===== config.mk =====
export PLATFORM = sky130hd
export DESIGN_NAME = seqmul_unit
export DESIGN_NICKNAME = d
export VERILOG_FILES = /design/src/rtl/seqmul_pkg.sv /design/src/rtl/seqmul_ctrl.sv /design/src/rtl/seqmul_datapath.sv /design/src/rtl/seqmul_unit.sv
export SDC_FILE = /design/constraint.sdc
export NUM_CORES = 1
export LEC_CHECK = 0
export CORE_UTILIZATION = 56
export CTS_CLUSTER_SIZE = 30
export DETAILED_ROUTE_END_ITERATION = 16
export GPL_ROUTABILITY_DRIVEN = 0
export GPL_TIMING_DRIVEN = 0
export PLACE_DENSITY = 0.77
export SKIP_CTS_REPAIR_TIMING = 1
export SLEW_MARGIN = 20
export SYNTH_ARGS = -nofsm -noshare
export SYNTH_HDL_FRONTEND = slang
export SYNTH_SLANG_ARGS = --single-unit

===== constraint.sdc =====
create_clock -name clk -period 5.9 [get_ports clk]
set_clock_uncertainty 0.15 [all_clocks]
set_input_delay 1.18 -clock clk [delete_from_list [all_inputs] [get_ports clk]]
set_output_delay 1.18 -clock clk [all_outputs]
set_load 0.1 [all_outputs]

===== src/rtl/seqmul_pkg.sv =====
package seqmul_pkg;

  localparam logic [5:0] OP_REG  = 6'h3A;
  localparam logic [5:0] OP_IMM  = 6'h24;
  localparam logic [5:0] EXT_LOW = 6'h27;
  localparam logic [5:0] EXT_UU  = 6'h07;
  localparam logic [5:0] EXT_SU  = 6'h17;
  localparam logic [5:0] EXT_SS  = 6'h1F;

  typedef enum logic [1:0] {
    MD_LOW   = 2'd0,
    MD_HI_UU = 2'd1,
    MD_HI_SU = 2'd2,
    MD_HI_SS = 2'd3
  } mulMode_e;

  typedef struct packed {
    logic     valid;
    logic     useImm;
    mulMode_e mode;
  } opDecode_t;

  // strobes from control to datapath
  typedef struct packed {
    logic     load;
    logic     step;
    logic     fix;
    logic     useImm;
    mulMode_e mode;
  } mulCtrl_t;

  function automatic opDecode_t decodeOp(input logic [5:0] prim, input logic [5:0] ext);
    opDecode_t d;
    d = '{valid: 1'b0, useImm: 1'b0, mode: MD_LOW};
    if (prim == OP_IMM) begin
      d.valid  = 1'b1;
      d.useImm = 1'b1;
    end else if (prim == OP_REG) begin
      case (ext)
        EXT_LOW: begin d.valid = 1'b1; d.mode = MD_LOW;   end
        EXT_UU:  begin d.valid = 1'b1; d.mode = MD_HI_UU; end
        EXT_SU:  begin d.valid = 1'b1; d.mode = MD_HI_SU; end
        EXT_SS:  begin d.valid = 1'b1; d.mode = MD_HI_SS; end
        default: d.valid = 1'b0;
      endcase
    end
    return d;
  endfunction

endpackage


===== src/rtl/seqmul_ctrl.sv =====
module seqmul_ctrl
  import seqmul_pkg::*;
#(
  parameter int W = 32
) (
  input  logic       clk,
  input  logic       rst_n,
  input  logic       start,
  input  logic [5:0] primOp,
  input  logic [5:0] extOp,
  output mulCtrl_t   ctl,
  output logic       busy,
  output logic       done
);

  localparam int CW = (W > 2) ? $clog2(W) : 1;

  typedef enum logic [1:0] {S_IDLE, S_RUN, S_FIX, S_DONE} ctlState_e;

  ctlState_e stateQ;
  logic [CW-1:0] iterLeft;
  opDecode_t dec;

  always_comb begin
    dec        = decodeOp(primOp, extOp);
    ctl.load   = (stateQ == S_IDLE) && start && dec.valid;
    ctl.step   = (stateQ == S_RUN);
    ctl.fix    = (stateQ == S_FIX);
    ctl.useImm = dec.useImm;
    ctl.mode   = dec.mode;
  end

  always_ff @(posedge clk) begin
    if (!rst_n) begin
      stateQ   <= S_IDLE;
      iterLeft <= '0;
    end else begin
      case (stateQ)
        S_IDLE: if (ctl.load) begin
          stateQ   <= S_RUN;
          iterLeft <= CW'(W - 1);
        end
        S_RUN: begin
          if (iterLeft == '0) stateQ <= S_FIX;
          else iterLeft <= iterLeft - 1'b1;
        end
        S_FIX:   stateQ <= S_DONE;
        S_DONE:  stateQ <= S_IDLE;
        default: stateQ <= S_IDLE;
      endcase
    end
  end

  assign busy = (stateQ == S_RUN) || (stateQ == S_FIX);
  assign done = (stateQ == S_DONE);

endmodule


===== src/rtl/seqmul_datapath.sv =====
module seqmul_datapath
  import seqmul_pkg::*;
#(
  parameter int W     = 32,
  parameter int IMM_W = 16
) (
  input  logic             clk,
  input  logic             rst_n,
  input  mulCtrl_t         ctl,
  input  logic [W-1:0]     srcA,
  input  logic [W-1:0]     srcB,
  input  logic [IMM_W-1:0] imm,
  output logic [W-1:0]     result
);

  logic [W-1:0] immExt;
  logic [W-1:0] bSel;

  generate
    if (IMM_W < W) begin : gSext
      assign immExt = {{(W - IMM_W){imm[IMM_W-1]}}, imm};
    end else begin : gTrunc
      assign immExt = imm[W-1:0];
    end
  endgenerate

  assign bSel = ctl.useImm ? immExt : srcB;

  logic [W-1:0] mcand;      // operand A, held
  logic [W-1:0] origMul;    // operand B, held for correction
  logic [W-1:0] mulLeft;    // multiplier copy scanned from MSB
  logic [W-1:0] mulRight;   // multiplier copy scanned from LSB
  logic [W-1:0] lowAcc;
  logic [W-1:0] hiAcc;
  mulMode_e     modeQ;

  logic [W-1:0] lowNext;
  logic [W:0]   hiSum;
  logic [W-1:0] corrSU;
  logic [W-1:0] corrSS;
  logic [W-1:0] fixVal;

  always_comb begin
    lowNext = (lowAcc << 1) + (mulLeft[W-1] ? mcand : '0);
    hiSum   = {1'b0, hiAcc} + {1'b0, (mulRight[0] ? mcand : '0)};
    corrSU  = hiAcc - (mcand[W-1] ? origMul : '0);
    corrSS  = corrSU - (origMul[W-1] ? mcand : '0);
    case (modeQ)
      MD_LOW:   fixVal = lowAcc;
      MD_HI_UU: fixVal = hiAcc;
      MD_HI_SU: fixVal = corrSU;
      default:  fixVal = corrSS;
    endcase
  end

  always_ff @(posedge clk) begin
    if (!rst_n) begin
      mcand    <= '0;
      origMul  <= '0;
      mulLeft  <= '0;
      mulRight <= '0;
      lowAcc   <= '0;
      hiAcc    <= '0;
      modeQ    <= MD_LOW;
      result   <= '0;
    end else begin
      if (ctl.load) begin
        mcand    <= srcA;
        origMul  <= bSel;
        mulLeft  <= bSel;
        mulRight <= bSel;
        lowAcc   <= '0;
        hiAcc    <= '0;
        modeQ    <= ctl.mode;
      end else if (ctl.step) begin
        lowAcc  <= lowNext;
        mulLeft <= mulLeft << 1;
        // carry, sum and remaining multiplier bits shift right as one word
        {hiAcc, mulRight} <= {hiSum, mulRight[W-1:1]};
      end
      if (ctl.fix) result <= fixVal;
    end
  end

endmodule


===== src/rtl/seqmul_unit.sv =====
module seqmul_unit
  import seqmul_pkg::*;
#(
  parameter int W     = 32,
  parameter int IMM_W = 16
) (
  input  logic             clk,
  input  logic             rst_n,
  input  logic             start,
  input  logic [5:0]       primOp,
  input  logic [5:0]       extOp,
  input  logic [W-1:0]     srcA,
  input  logic [W-1:0]     srcB,
  input  logic [IMM_W-1:0] imm,
  output logic             busy,
  output logic             done,
  output logic [W-1:0]     result
);

  mulCtrl_t ctl;

  seqmul_ctrl #(.W(W)) uCtrl (
    .clk    (clk),
    .rst_n  (rst_n),
    .start  (start),
    .primOp (primOp),
    .extOp  (extOp),
    .ctl    (ctl),
    .busy   (busy),
    .done   (done)
  );

  seqmul_datapath #(.W(W), .IMM_W(IMM_W)) uPath (
    .clk    (clk),
    .rst_n  (rst_n),
    .ctl    (ctl),
    .srcA   (srcA),
    .srcB   (srcB),
    .imm    (imm),
    .result (result)
  );

endmodule


## Word-level counts from Yosys, hierarchy flattened

Cells that the tools add are included.

| storage, ports and cells | value |
|---|---|
| bits in registers | 233 |
| bits of input ports | 95 |
| output and inout port bits | 34 |
| word-level logic and storage cells | 65 |

| cells by class | value |
|---|---|
| $add $sub $neg | 5 |
| equality and inequality tests | 14 |
| mux-type cells | 23 |
| bitwise gates (word level) | 1 |
| reduce and logical (&&, ||, !) cells | 12 |

Operator list:

| kind | count |
|---|---|
| $mux W32 | 9 |
| $pmux W32 S3 | 1 |
| $sub A32 B32 Y32 | 2 |
| $add A32 B32 Y33 | 1 |
| $add A32 B32 Y32 | 1 |
| $eq A6 B6 Y1 const B | 3 |
| $eq A6 B5 Y1 const B | 2 |
| $mux W5 | 2 |
| $pmux W5 S2 | 1 |
| $mux W2 | 4 |
| $pmux W2 S4 | 1 |
| $eq A2 B2 Y1 const B | 3 |
| $eq A6 B3 Y1 const B | 1 |
| $pmux W2 S3 | 1 |
| $logic_not A5 Y1 | 1 |
| $sub A5 B1 Y5 const B | 1 |
| $eq A2 B1 Y1 const B | 2 |
| $logic_not A2 Y1 | 2 |
| $mux W1 | 4 |
| $ne A2 B2 Y1 const B | 2 |
| $reduce_bool A2 Y1 | 2 |
| $reduce_or A4 Y1 | 1 |
| $reduce_and A3 Y1 | 1 |
| $logic_and A1 B1 Y1 | 2 |
| 5 further kinds | 5 |

## Longest topological paths before layout

Gate-level depths: netlist of the first run.

| logic depth | value |
|---|---|
| word-level depth | 8 |
| gate-level depth with buffers | 25 |

## Modules after synthesis

Synthesis of the first run repeated with hierarchy kept, for this count alone.

| unflattened totals | value |
|---|---|
| cells, all modules | 1961 |
| area total of the unflattened synthesis | 16719.8 sq um |

Modules (own cells, without submodules):

| module | instances | cells each | area an instance (sq um) | seq. area each (sq um) |
|---|---|---|---|---|
| seqmul_datapath | 1 | 1898 | 16130.5 | 4524.3 |
| seqmul_ctrl | 1 | 63 | 589.3 | 140.1 |

## Least setup slack after synthesis of the first run

OpenSTA, ideal clock, no wires.

| timing path | value |
|---|---|
| path type | register -> register |
| start point | register uPath.mcand[31] |
| end point | register uPath.result[30] |
| setup time | 0.131 ns |
| arrival time | 5.152 ns |
| slack | 0.468 ns |
| cell stages (with the launch flop) | 25 |
| path buffers | 2 |
| clock period less this slack | 5.432 ns |
| path through | dfxtp_1 -> clkbuf_1 -> clkbuf_1 -> nand2_1 -> ha_1 -> and4_1 -> o21a_1 -> o21a_1 -> o21ai_1 -> nand2b_1 -> a21oi_1 -> xnor2_1 -> ha_1 -> a2111oi_0 -> o31ai_1 -> nor4_1 -> o21bai_1 -> a21oi_1 -> nor4b_2 -> or4b_1 -> nand3_2 -> o21ai_2 -> a221o_1 -> a21oi_1 -> o31ai_1 |

| on the way | value |
|---|---|
| word-level cells in the longest chain between the ends | 4 |

RTL lines:

| element | RTL line | RTL |
|---|---|---|
| from (decl) | seqmul_datapath.sv:29 | `logic [W-1:0] mcand;` |
| from (signal assigned) | seqmul_datapath.sv:68 | `mcand <= srcA;` |
| $mux W32 (*) | seqmul_datapath.sv:46 | `corrSU = hiAcc - (mcand[W-1] ? origMul : '0);` |
| $sub A32 B32 Y32 (*) | seqmul_datapath.sv:46 |  |
| $sub A32 B32 Y32 | seqmul_datapath.sv:47 | `corrSS = corrSU - (origMul[W-1] ? mcand : '0);` |
| $pmux W32 S3 (*) | seqmul_datapath.sv:48 | `case (modeQ)` |
| to (signal assigned) | seqmul_datapath.sv:81 | `if (ctl.fix) result <= fixVal;` |
| to (decl) | seqmul_datapath.sv:13 | `output logic [W-1:0] result` |

Every way passes the cells marked *; elsewhere a longest branch is shown, timed or not.
A chain may end at the register's enable or synchronous reset.

## Worst setup path after layout of the first run

| timing path | value |
|---|---|
| start point | register uPath.mcand[31] |
| end point | register uPath.result[24] |

The elaborated chain is that of the path after synthesis.

==> flow_metrics.env, run 1 <==
export IMPL_p_leak_nw=7.81
export IMPL_yosysWarnings=0
export IMPL_grt_pass1_wl_um=81800
export IMPL_fmax_mhz=175
export IMPL_rows=62
export IMPL_critPathTopFamily="compound AO/OA/AOI/OAI gates"
export IMPL_n_antenna_cell=0
export IMPL_critPathBufInv=1
export IMPL_hold_viol=0
export IMPL_clk_pin_slew_ps=60
export IMPL_combPwrFrac_pct=51.3
export IMPL_min_path_type="reg -> reg"
export IMPL_startpoint="uPath.mcand[31]"
export IMPL_fin_ws_ps=175
export IMPL_yosysTopAreaCellShare_pct=28.2
export IMPL_dp_hpwl_um=41100
export IMPL_slew_headroom_pct=29.6
export IMPL_status="complete, no violations"
export IMPL_grt_use_met1_pct=45.4
export IMPL_timing_rr_start="uPath.mcand[31]"
export IMPL_p_int_mw=4.02
export IMPL_drt_initial_drc_count=1459
export IMPL_crit_fanout=10
export IMPL_drive_above_1_share_pct=5.92
export IMPL_start_util_pct=57.2
export IMPL_yosysUniqueCellTypes=100
export IMPL_hold_path_startpoint="uPath.origMul[3]"
export IMPL_drv_slew=0
export IMPL_synth_net_count=2278
export IMPL_setup_viol=0
export IMPL_drc_errors=0
export IMPL_start_kind="register"
export IMPL_ys_seq_area_share_pct=28.2
export IMPL_synth_area_top_cells="dfxtp_1 28%, ha_1 9.6%, mux2i_1 8.2%, nand2_1 5.9%, a21oi_1 5.3%"
export IMPL_met2_usage_pct=55.6
export IMPL_power_mw=6.80
export IMPL_grt_use_met3_pct=4.21
export IMPL_synth_seq_cells=233
export IMPL_p_clk_share_pct=23.8
export IMPL_place_area_mm2=0.0183
export IMPL_netlist_area_mm2=0.0165
export IMPL_fin_area_mm2=0.0192
export IMPL_worst_slew_pin_slew_ps=1060
export IMPL_slowest_delay_ps=430
export IMPL_wl_per_cell_um=20.3
export IMPL_async_reset_ff_share_pct=0
export IMPL_synthCells=2052
export IMPL_ir_worst_vdd_v=0.000206
export IMPL_routed_via_density=6.22
export IMPL_place_inst=2565
export IMPL_endpoint_kind="register"
export IMPL_die_h_um=174
export IMPL_h_tree_depth=1
export IMPL_grt_max_degree=14
export IMPL_vias=16265
export IMPL_p_sw_share_pct=40.8
export IMPL_maxCapViolCount=0
export IMPL_synth_edf_count=0
export IMPL_grt_overflow=0
export IMPL_top_usage_layer="met2"
export IMPL_routed_wl_um=52900
export IMPL_numCtsBuffers=27
export IMPL_dieArea_mm2=0.0302
export IMPL_cts_tree="done"
export IMPL_critical_path_required_ps=6220
export IMPL_antenna_left=0
export IMPL_numPortBuffers=128
export IMPL_grt_use_total_pct=34.2
export IMPL_path_cells="clkbuf_4, nand2_1, ha_1, a211oi_1, o21bai_1, or2_2, o21a_1, ha_1, o21ai_1, a221oi_4, o2111a_1, nor4_1, o21bai_1, a21oi_2, nor4b_2, or4b_1, nand3_2, maj3_2, maj3_2, xor2_1, a21boi_1"
export IMPL_clock_tree_root_cell="clkbuf_16"
export IMPL_power_switching_mw=2.78
export IMPL_grt_pass1_vias=15328
export IMPL_fp_dieW_um=174
export IMPL_powerDensity_mw_per_mm2=353
export IMPL_cts_sinks=233
export IMPL_synthFlopType="dfxtp_1"
export IMPL_avgSynthCellArea_um2=8.05
export IMPL_clk_path_buf_depth=3
export IMPL_firstDrtPassIters=6
export IMPL_syn_to_final_growth_pct=16.5
export IMPL_crit_arrival_ps=6050
export IMPL_dpl_worst_slack_ps=-772
export IMPL_antenna_found_initial=0
export IMPL_synth_top_cell_by_area="dfxtp_1"
export IMPL_pin_count=129
export IMPL_crit_type="reg -> reg"
export IMPL_core_area_mm2=0.0289
export IMPL_finalCriticalPeriod_ps=5730
export IMPL_min_period_over_period_pct=97.0
export IMPL_holdWs_ps=304
export IMPL_seqPwrFrac_pct=24.9
export IMPL_clock_latency_ps=540
export IMPL_nets=2436
export IMPL_cp_slowest_cell="a221oi_4"
export IMPL_fin_cells=2614
==> cells in the mapped netlist (6+ instances only) <==
library cell  instances
nand2_1             259
o31ai_1               9
ha_1                127
nor2_1              186
o21bai_1             31
clkbuf_1             74
buf_1                14
xor2_1               42
nor3_1               34
or3_1                11
a21o_1               60
o211ai_1             11
a31oi_1              12
mux2i_1             135
nor4_1                8
a211oi_1             22
xnor2_1              68
o21ai_1               9
inv_1                48
nor2b_1              17
o21a_1               20
nand2b_1             21
a21oi_1             176
o22ai_1              18
o21ai_0             123
nand3_1              32
a221oi_1             11
dfxtp_1             233
and3_1               12
nand4_1               7
a2111oi_0             6
and2_1               80
==> per-layer routing <==
metal / vias to the layer above / part of all wire (%)
li1: 7638 / -
met1: 7631 / 42
met2: 837 / 44
met3: 159 / 9.2
met4: 0 / 4.9
met5: - / 0
==> through the flow <==
step                      util, %  TNS, ps
final                        66.7        0
after global routing         66.7   -0.660
after CTS                    66.3    -5980
after detailed placement     63.4    -5300
after global placement       63.3    -3690
after floorplan                 -        0
==> cell usage in the layout, fill, tap and decap left out, types with 14 or more instances in the layout <==
cell type        instances
a211oi_1                22
a21o_1                  60
a21oi_1                175
and2_1                  80
buf_1                   14
clkbuf_1                70
clkbuf_16               27
clkdlybuf4s50_1        128
dfxtp_1                232
ha_1                   126
inv_1                   48
mux2i_1                135
nand2_1                259
nand2b_1                21
nand3_1                 32
nor2_1                 186
nor2b_1                 17
nor3_1                  33
o21a_1                  19
o21ai_0                123
o21bai_1                31
o22ai_1                 18
xnor2_1                 68
xor2_1                  42
==> worst register-to-register path: cells and delay by family, from the launching register on <==
family	cells	cell delay (ps)
buf+inv	1	220
compound gates	9	2100
fa+ha+maj	4	1420
flops	1	410
simple gates	6	1200
xor+xnor	1	140
==> logic make-up (layout without fill, tap and decap cells) <==
kind of cell / after synthesis / in the layout / synth area share [%]
XOR/XNOR: 112 / 112 / 6.07
AND/OR/NAND/NOR: 706 / 706 / 20.0
buffers and inverters: 147 / 325 / 3.71
multiplexers: 141 / 141 / 8.93
flip-flops: 233 / 233 / 28.2
AO/OA/AOI/OAI: 579 / 579 / 22.7
adder cells (fa/ha/maj): 134 / 134 / 10.3
==> worst paths after layout <==
check	end	slack (ps)	cells past startpoint
max	uPath.result[24]	170	21
min reg2reg	uPath.origMul[3]	300	1
max reg2reg	uPath.result[24]	170	21
min	uPath.origMul[3]	300	1
==> registers in the layout (all words and copies together), names as in the netlist <==
register and flops:
uCtrl.iterLeft 5, uCtrl.stateQ 2, uPath.hiAcc 32, uPath.lowAcc 32, uPath.mcand 32, uPath.modeQ 2
uPath.mulLeft 32, uPath.mulRight 32, uPath.origMul 32, uPath.result 32
==> cell type report <==
type / instances / area, um2
multi-input combinational: 1672 / 11300
fill: 2489 / 9620
clock buffer: 33 / 758
timing repair buffer: 131 / 1300
sequential: 233 / 4670
buffer: 95 / 425
inverter: 50 / 188
clock inverter: 16 / 100
tap: 384 / 480
==> power by group through the flow <==
stage	combinational [mW]	clock (mW)	sequential [mW]
2_1_floorplan	2.50	0	1.84
3_3_place_gp	3.23	0	1.72
3_5_place_dp	3.29	0	1.73
4_1_cts	3.30	1.61	1.69
5_1_grt	3.74	1.68	1.70
6_report	3.49	1.62	1.70
No activity file was read; power rests on OpenSTA's default activity.
==> inputs of run 2 (changes only) <==
SLEW_MARGIN = default   (was 20)
==> flow_metrics.env, run 2 (synthesis results as in run 1) <==
export IMPL_fp_dieW_um=174
export IMPL_place_area_mm2=0.0183
export IMPL_clock_latency_ps=540
export IMPL_maxCapViolCount=0
export IMPL_start_kind="register"
export IMPL_grt_overflow=0
export IMPL_timing_rr_start="uPath.mcand[31]"
export IMPL_rr_endpoint="uPath.result[24]"
export IMPL_finalCriticalPeriod_ps=5710
export IMPL_crit_fanout=10
export IMPL_status="complete, no violations"
export IMPL_numPortBuffers=128
export IMPL_hold_viol=0
export IMPL_final_common_cell="nand2_1"
export IMPL_n_antenna_cell=0
export IMPL_clk_pin_slew_ps=60
export IMPL_powerDensity_mw_per_mm2=357
export IMPL_antenna_found_initial=0
export IMPL_clock_tree_root_cell="clkbuf_16"
export IMPL_syn_to_final_growth_pct=16.6
export IMPL_drc_errors=0
export IMPL_ir_worst_vdd_v=0.000221
export IMPL_p_leak_nw=7.82
export IMPL_grt_max_degree=13
export IMPL_min_period_over_period_pct=96.8
export IMPL_core_area_mm2=0.0289
export IMPL_hold_depth=1
export IMPL_clk_path_buf_depth=3
export IMPL_min_to="uPath.origMul[11]"
export IMPL_numCtsBuffers=27
export IMPL_fin_area_mm2=0.0193
export IMPL_layout_common_cells="259 x nand2_1, 232 x dfxtp_1, 186 x nor2_1"
export IMPL_setup_viol=0
export IMPL_antenna_left=0
export IMPL_worst_slew_pin_slew_ps=1000
export IMPL_drive_above_1_share_pct=5.52
export IMPL_dieArea_mm2=0.0302
export IMPL_drv_slew=0
export IMPL_drt_initial_drc_count=1592
export IMPL_start_util_pct=57.2
export IMPL_routed_via_density=6.19
export IMPL_dp_hpwl_um=41100
export IMPL_critical_path_required_ps=6220
export IMPL_hold_path_startpoint="uPath.origMul[11]"
export IMPL_fillerInstances=2493
export IMPL_wl_per_cell_um=20.2
export IMPL_cts_tree="done"
export IMPL_power_mw=6.87
export IMPL_cts_sinks=233
export IMPL_slew_headroom_pct=33.1
export IMPL_endpoint_kind="register"
export IMPL_fmax_mhz=175
export IMPL_vias=16165
export IMPL_crit_type="reg -> reg"
export IMPL_min_path_type="reg -> reg"
export IMPL_routed_wl_um=52700
export IMPL_die_h_um=174
export IMPL_firstDrtPassIters=6
export IMPL_h_tree_depth=1
export IMPL_grt_use_total_pct=34.1
export IMPL_fin_ws_ps=189
export IMPL_dpl_worst_slack_ps=-753
export IMPL_rows=62
export IMPL_grt_pass1_wl_um=81600
export IMPL_nets=2435
export IMPL_r2r_worst_path_cells=24
export IMPL_pin_count=129
export IMPL_r2r_slack_ps=190
export IMPL_crit_arrival_ps=6030
export IMPL_grt_pass1_vias=15283
run 2: metrics by stage:
stage               TNS [ps]  cells  util, %  hold WS (ps)
CTS                    -5590   2611     66.4           305
global route           -84.2   2611     66.7           320
floorplan                  0   2052        -           275
finish                     0   2611     66.7           305
detailed placement     -5040   2564     63.3           291
global placement       -3690   2564     63.3           287
run 2: area by class of cell:
type	count	area (um2)	share of cell area (%)
clock inverters	11	136	0.708
flip-flops and latches	233	4670	24.2
multi-input cells	1672	11300	58.7
repair buffers	130	1300	6.73
clock buffers	36	759	3.94
well taps	384	480	2.50
inverters	50	188	0.975
plain buffers	95	425	2.21
run 2: critical path: stages, from the launching register on:
cell and delay (ps):
dfxtp_2 450, clkbuf_4 240, nand2_1 100, ha_1 350
and4_1 220, o21a_1 190, o21a_1 310, o21ai_4 190
nand2b_1 70, a21oi_1 180, xnor2_1 120, ha_2 400
inv_1 90, a221oi_4 310, o2111a_1 320, nor4_1 70
o21bai_1 210, a21oi_2 110, nor4_1 310, or4b_1 190
nand3_2 130, maj3_2 330, maj3_2 310, xor2_1 150
a21boi_1 130
run 2: per-layer routing:
layer / vias up / track usage, % / share of wire [%]
met1: 7562 / 44.9 / 42
met4: 0 / 15.2 / 4.5
met3: 148 / 5.31 / 9.8
met2: 841 / 55.2 / 44
li1: 7614 / - / -
met5: - / 0 / 0
run 2: worst max-delay path by stage:
stage / slack [ps] / start / to
detailed placement: -750 / uPath.mcand[31] / uPath.result[26]
CTS: -810 / uPath.mcand[31] / uPath.result[26]
finish: 190 / uPath.mcand[31] / uPath.result[24]
global placement: -670 / uPath.mcand[31] / uPath.result[26]
global route: -50 / uPath.mcand[31] / uPath.result[22]
floorplan: 470 / uPath.mcand[31] / uPath.result[30]
run 2: where the power goes:
| part | switching, mW | internal, mW | leakage, nW |
|---|---|---|---|
| Clock | 0.682 | 1.03 | 0.444 |
| Combinational | 2.00 | 1.46 | 5.50 |
| Sequential | 0.0575 | 1.64 | 1.88 |
